## config.mk

```make
export PLATFORM = sky130hd
export DESIGN_NAME = blk_perm_check
export DESIGN_NICKNAME = d
export VERILOG_FILES = /design/src/rtl/bpc_pkg.sv /design/src/rtl/bpc_target.sv /design/src/rtl/bpc_rules.sv /design/src/rtl/blk_perm_check.sv
export SDC_FILE = /design/constraint.sdc
export NUM_CORES = 1
export LEC_CHECK = 0
export BUFFER_PORTS_ARGS = -buffer_cell sky130_fd_sc_hd__buf_4
export CAP_MARGIN = 10
export CORE_MARGIN = 4
export CORE_UTILIZATION = 40
export DETAILED_ROUTE_END_ITERATION = 10
export PLACE_DENSITY_LB_ADDON = 0.12
export SLEW_MARGIN = 20
export SYNTH_ARGS = -nofsm -noshare
export SYNTH_HDL_FRONTEND = slang
export SYNTH_SLANG_ARGS = --single-unit
```

## constraint.sdc

```tcl
create_clock -name clk -period 1.6 [get_ports clk]
set_input_delay 0.16 -clock clk [delete_from_list [all_inputs] [get_ports clk]]
set_output_delay 0.16 -clock clk [all_outputs]
set_load 0.01 [all_outputs]
```

## src/rtl/bpc_pkg.sv

```systemverilog
package bpc_pkg;
  localparam int NUM_BLOCKS    = 8;
  localparam int BLK_BYTES     = 128;
  localparam int PAGE_BYTES    = 16;
  localparam int CODE_W        = 2;
  localparam int CFG_W         = 8;
  localparam int LOCK_BYTES    = 9;
  localparam int FIXED_LO      = 14;

  localparam int MEM_BYTES     = NUM_BLOCKS * BLK_BYTES;
  localparam int ADDR_W        = $clog2(MEM_BYTES);
  localparam int BLK_W         = $clog2(NUM_BLOCKS);
  localparam int PAGES_PER_BLK = BLK_BYTES / PAGE_BYTES;
  localparam int PAGE_W        = $clog2(PAGES_PER_BLK);
  localparam int OFF_W         = $clog2(PAGE_BYTES);
  localparam int CODES_W       = NUM_BLOCKS * CODE_W;

  localparam logic [CODE_W-1:0] CODE_FULL = '1;

  typedef enum logic [2:0] {
    RG_MEM,
    RG_LOCKED,
    RG_GUARDED,
    RG_FIXED,
    RG_NONE
  } region_e;

  typedef struct packed {
    region_e           region;
    logic [BLK_W-1:0]  blk;
    logic [PAGE_W-1:0] page;
    logic [OFF_W-1:0]  cfgByte;
  } sel_t;
endpackage

```

## src/rtl/bpc_target.sv

```systemverilog
module bpc_target
  import bpc_pkg::*;
(
  input  logic              clk,
  input  logic              rstN,
  input  logic              ldAddr,
  input  logic              cfgSel,
  input  logic [ADDR_W-1:0] wordAddr,
  output sel_t              sel
);
  logic              tgtCfg;
  logic [ADDR_W-1:0] tgtAddr;
  logic              effCfg;
  logic [ADDR_W-1:0] effAddr;
  logic [CFG_W-1:0]  cfgAddr;
  logic [OFF_W-1:0]  cfgLow;

  always_ff @(posedge clk or negedge rstN) begin
    if (!rstN) begin
      tgtCfg  <= 1'b0;
      tgtAddr <= '0;
    end else if (ldAddr) begin
      tgtCfg  <= cfgSel;
      tgtAddr <= wordAddr;
    end
  end

  assign effCfg  = ldAddr ? cfgSel   : tgtCfg;
  assign effAddr = ldAddr ? wordAddr : tgtAddr;
  assign cfgAddr = effAddr[CFG_W-1:0];
  assign cfgLow  = cfgAddr[OFF_W-1:0];

  always_comb begin
    sel.blk     = effAddr[ADDR_W-1 -: BLK_W];
    sel.page    = effAddr[OFF_W +: PAGE_W];
    sel.cfgByte = cfgLow;
    if (!effCfg) begin
      sel.region = RG_MEM;
    end else if (|cfgAddr[CFG_W-1:OFF_W+1]) begin
      sel.region = RG_NONE;
    end else if (cfgAddr[OFF_W]) begin
      sel.region = RG_GUARDED;
    end else if (int'(cfgLow) < LOCK_BYTES) begin
      sel.region = RG_LOCKED;
    end else if (int'(cfgLow) >= FIXED_LO) begin
      sel.region = RG_FIXED;
    end else begin
      sel.region = RG_GUARDED;
    end
  end
endmodule

```

## src/rtl/bpc_rules.sv

```systemverilog
module bpc_rules
  import bpc_pkg::*;
(
  input  sel_t                     sel,
  input  logic                     wpPin,
  input  logic [CODES_W-1:0]       blockCodes,
  input  logic [CODE_W-1:0]        apCode,
  input  logic [PAGES_PER_BLK-1:0] page0WrEn,
  input  logic [LOCK_BYTES-1:0]    stickyBits,
  output logic                     readAllow,
  output logic                     writeAllow,
  output logic                     silentIgnore
);
  logic [NUM_BLOCKS-1:0] blkRead;
  logic [NUM_BLOCKS-1:0] blkWrite;
  logic [PAGE_BYTES-1:0] stickyPad;
  logic rdOk, wrOk, ign;

  assign stickyPad = {{(PAGE_BYTES-LOCK_BYTES){1'b0}}, stickyBits};

  for (genvar b = 0; b < NUM_BLOCKS; b++) begin : g_blk
    logic fullCode;
    assign fullCode   = (blockCodes[b*CODE_W +: CODE_W] == CODE_FULL);
    assign blkRead[b] = blockCodes[b*CODE_W + CODE_W - 1];
    if (b == 0) begin : g_paged
      assign blkWrite[b] = fullCode & page0WrEn[sel.page];
    end else begin : g_flat
      assign blkWrite[b] = fullCode;
    end
  end

  always_comb begin
    rdOk = 1'b0;
    wrOk = 1'b0;
    ign  = 1'b0;
    unique case (sel.region)
      RG_MEM: begin
        rdOk = blkRead[sel.blk];
        wrOk = blkWrite[sel.blk];
      end
      RG_LOCKED: begin
        rdOk = 1'b1;
        wrOk = stickyPad[sel.cfgByte];
        ign  = ~stickyPad[sel.cfgByte];
      end
      RG_GUARDED: begin
        rdOk = apCode[CODE_W-1];
        wrOk = (apCode == CODE_FULL);
      end
      RG_FIXED: begin
        rdOk = apCode[CODE_W-1];
        ign  = (apCode == CODE_FULL);
      end
      default: ;
    endcase
  end

  assign readAllow    = rdOk;
  assign writeAllow   = wrOk & ~wpPin;
  assign silentIgnore = ign & ~wpPin;
endmodule

```

## src/rtl/blk_perm_check.sv

```systemverilog
module blk_perm_check
  import bpc_pkg::*;
(
  input  logic                     clk,
  input  logic                     rstN,
  input  logic                     ldAddr,
  input  logic                     cfgSel,
  input  logic [ADDR_W-1:0]        wordAddr,
  input  logic                     wpPin,
  input  logic [CODES_W-1:0]       blockCodes,
  input  logic [CODE_W-1:0]        apCode,
  input  logic [PAGES_PER_BLK-1:0] page0WrEn,
  input  logic [LOCK_BYTES-1:0]    stickyBits,
  output logic                     readAllow,
  output logic                     writeAllow,
  output logic                     silentIgnore
);
  sel_t sel;

  bpc_target u_target (
    .clk      (clk),
    .rstN     (rstN),
    .ldAddr   (ldAddr),
    .cfgSel   (cfgSel),
    .wordAddr (wordAddr),
    .sel      (sel)
  );

  bpc_rules u_rules (
    .sel          (sel),
    .wpPin        (wpPin),
    .blockCodes   (blockCodes),
    .apCode       (apCode),
    .page0WrEn    (page0WrEn),
    .stickyBits   (stickyBits),
    .readAllow    (readAllow),
    .writeAllow   (writeAllow),
    .silentIgnore (silentIgnore)
  );
endmodule

```

==> out/metrics.yaml <==
drt:
  wl_microns: 2950
  drtIter0Drc: 19
  num_vias: 1145
  drc: 0
  first_pass_iters: 2
  viasPerCell: 5.28
  ant_nets: 0
  wl_per_cell_microns: 13.6
critical_path:
  crit_fanout: 3
  cpLargestDelayFamily: "multiplexers"
  worstPathArrival_ps: 1950
  cp_slowest_cell: "dfrtp_1"
  crit_path_end_kind: "output port"
  slowest_delay_ps: 420
  crit_type: "register to output port"
  startpoint_type: "register"
  path_buf_inv: 1
  path_cells: "mux2i_4, mux2_4, o22ai_4, nor4_4, a221oi_2, o21ai_1, buf_4"
  cp_data_required_time_ps: 1440
timing:
  finalClockSkew_ps: 0
  hold_viol_final: 0
  tightest_slew_ps: 285
  fin_crit_sh_pct: 132
  clock.fmax_mhz: 473
  drv_slew: 0
  finalWorstSetupSlack_ps: -514
  min_period_ps: 2110
  rsz0062_at_grt: "true"
  relSlewSlack_pct: 80.5
  hold_ws_ps: 202
  setup_viol: 3
clock_network:
  clk_pin_slew_ps: 70
  cts_max_level: 1
  cts-root-buf: "clkbuf_4"
  numCtsBuffers: 3
  cts_tree: "built"
  insertion_delay_ps: 260
  clkSinkCount: 11
  cts_max_path_buffers: 2
floorplan:
  die_area_sq_um: 3320
  die_h_microns: 57.6
  io_pins: 53
  die_w_microns: 57.6
  initial_core_util_pct: 43.3
  rows: 17
  core_area_sq_um: 2280
yosys:
  synth-main-ff-cell: "dfrtp_1"
  yosys.area.top_type: "dfrtp_1"
  async_reset_ff_share_pct: 100
  netlist_instances: 105
  netlist_area_sq_um: 985
  yosys.cell_types.count: 41
  synth-edff-count: 0
  postSynthNetCount: 155
  post-synth-top-count-cell: "dfrtp_1"
  netlist_top_cells_count: "dfrtp_1 (11), mux2i_1 (9), nor2_1 (9), o21ai_0 (8)"
  synth_top_area_share_pct: 28.0
  synthTopCellsByArea: "dfrtp_1 (28%), mux2i_1 (9.1%), mux2_2 (6.9%)"
  yosysWarnings: 0
  synth.ff_latch_count: 11
  syn_avg_cell_area_sq_um: 9.38
  yosysSeqAreaShare_pct: 28.0
place:
  gp_congestion: 0.859
  post-place-cells: 207
  place_area_sq_um: 1590
  hpwl_microns: 2430
  port_buffers: 52
global_route:
  antenna_found_initial: 0
  grt_pass1_vias: 1145
  track_usage_pct: 18.0
  grt_pass1_wl_microns: 4810
  grt_overflow_total: 0
  grt_max_degree: 12
layout:
  nNetsFinal: 240
  diodes: 0
  stdcell_count: 217
  fin_util_pct: 77.3
  syn_to_final_growth_pct: 78.7
  drive_gt1_share_pct: 58.7
  fin_area_sq_um: 1760
power_and_ir_drop:
  totalPowerFinal_mw: 1.02
  max-vdd-ir-drop_mv: 0.594
  p_leak_nw: 0.832
  power.density_nw_per_um2: 580
run_status:
  violations: "setup timing"
  status: "finished with violations"
flow_run:
  cap_violations: 0
hold_path:
  min_path_type: "primary input to register"
## final cells by class
| cell class | instances | area (sq um) |
|---|---|---|
| timing repair buffer | 82 | 637 |
| multi-input combinational | 84 | 754 |
| clock buffer | 4 | 26.3 |
| tap | 28 | 35.0 |
| sequential | 11 | 277 |
| inverter | 8 | 30.0 |
| fill | 165 | 517 |
## where the power goes
group	total [mW]	switching [mW]	internal [mW]
Sequential	0.327	0.0205	0.306
Clock	0.184	0.0880	0.0963
Combinational	0.509	0.210	0.299
## path summary, 6_finish.rpt
kind,start,endpoint,slack [ps],cells past startpoint
max,u_target.tgtAddr[1]$_DFF_PN0_,writeAllow,-510,7
min,wordAddr[6],u_target.tgtAddr[6]$_DFF_PN0_,200,3
max reg2reg,u_target.tgtAddr[1]$_DFF_PN0_,u_target.tgtAddr[1]$_DFF_PN0_,540,5
min reg2reg,u_target.tgtAddr[6]$_DFF_PN0_,u_target.tgtAddr[6]$_DFF_PN0_,590,2
max in group asynchronous,rstN,u_target.tgtAddr[2]$_DFF_PN0_,1180,2
min in group asynchronous,rstN,u_target.tgtAddr[7]$_DFF_PN0_,250,2
## what timing repair did
action                                 4_1_cts  5_1_grt
cloned                                       0        0
setup buffers                                2        3
setup endpoints to repair                    3        3
pin swaps                                    3       10
gates resized for setup                     10       17
hold buffers                                 1        0
endpoints found under the hold margin       11        0
## state kept, by name, indices dropped and copies added (netlist names)
register and flops:
u_target.tgtAddr 10, u_target.tgtCfg 1
## stage by stage
step	TNS, ps	worst slack, ps
floorplan	-116	-99.7
global placement	-743	-261
CTS	-1310	-511
global route	-1650	-637
detailed placement	-810	-306
finish	-1310	-514
## worst reg2reg max path: stages (launching register included)
cell     delay, ps
dfrtp_1        420
mux2i_4        200
buf_4          140
buf_4           90
buf_4           80
inv_1           30
## cells by family after synthesis
| logic type | synth area share [%] |
|---|---|
| flops | 28.0 |
| simple gates | 21.3 |
| buf+inv | 4.96 |
| mux | 25.5 |
| compound gates | 20.2 |
## cell usage in the layout (no fill, tap or decap), types with 3 or more instances in the layout
cell / count
nor2b_1: 4
buf_6: 5
inv_1: 6
nor2_1: 7
mux2i_1: 8
dfrtp_1: 10
mux2_2: 5
clkbuf_4: 3
buf_4: 76
mux2i_4: 3
nand2_1: 5
o21ai_1: 5
nand3_1: 4
o21ai_0: 3
## routing by layer
layer | GRT usage, % | vias up | share of wire (%)
li1 | - | 568 | -
met1 | 21.4 | 538 | 39
met2 | 33.1 | 35 | 55
met3 | 2.45 | 4 | 5.0
met4 | 5.63 | 0 | 0.98
met5 | 0 | - | 0
No activity file was read; power rests on OpenSTA's default activity.
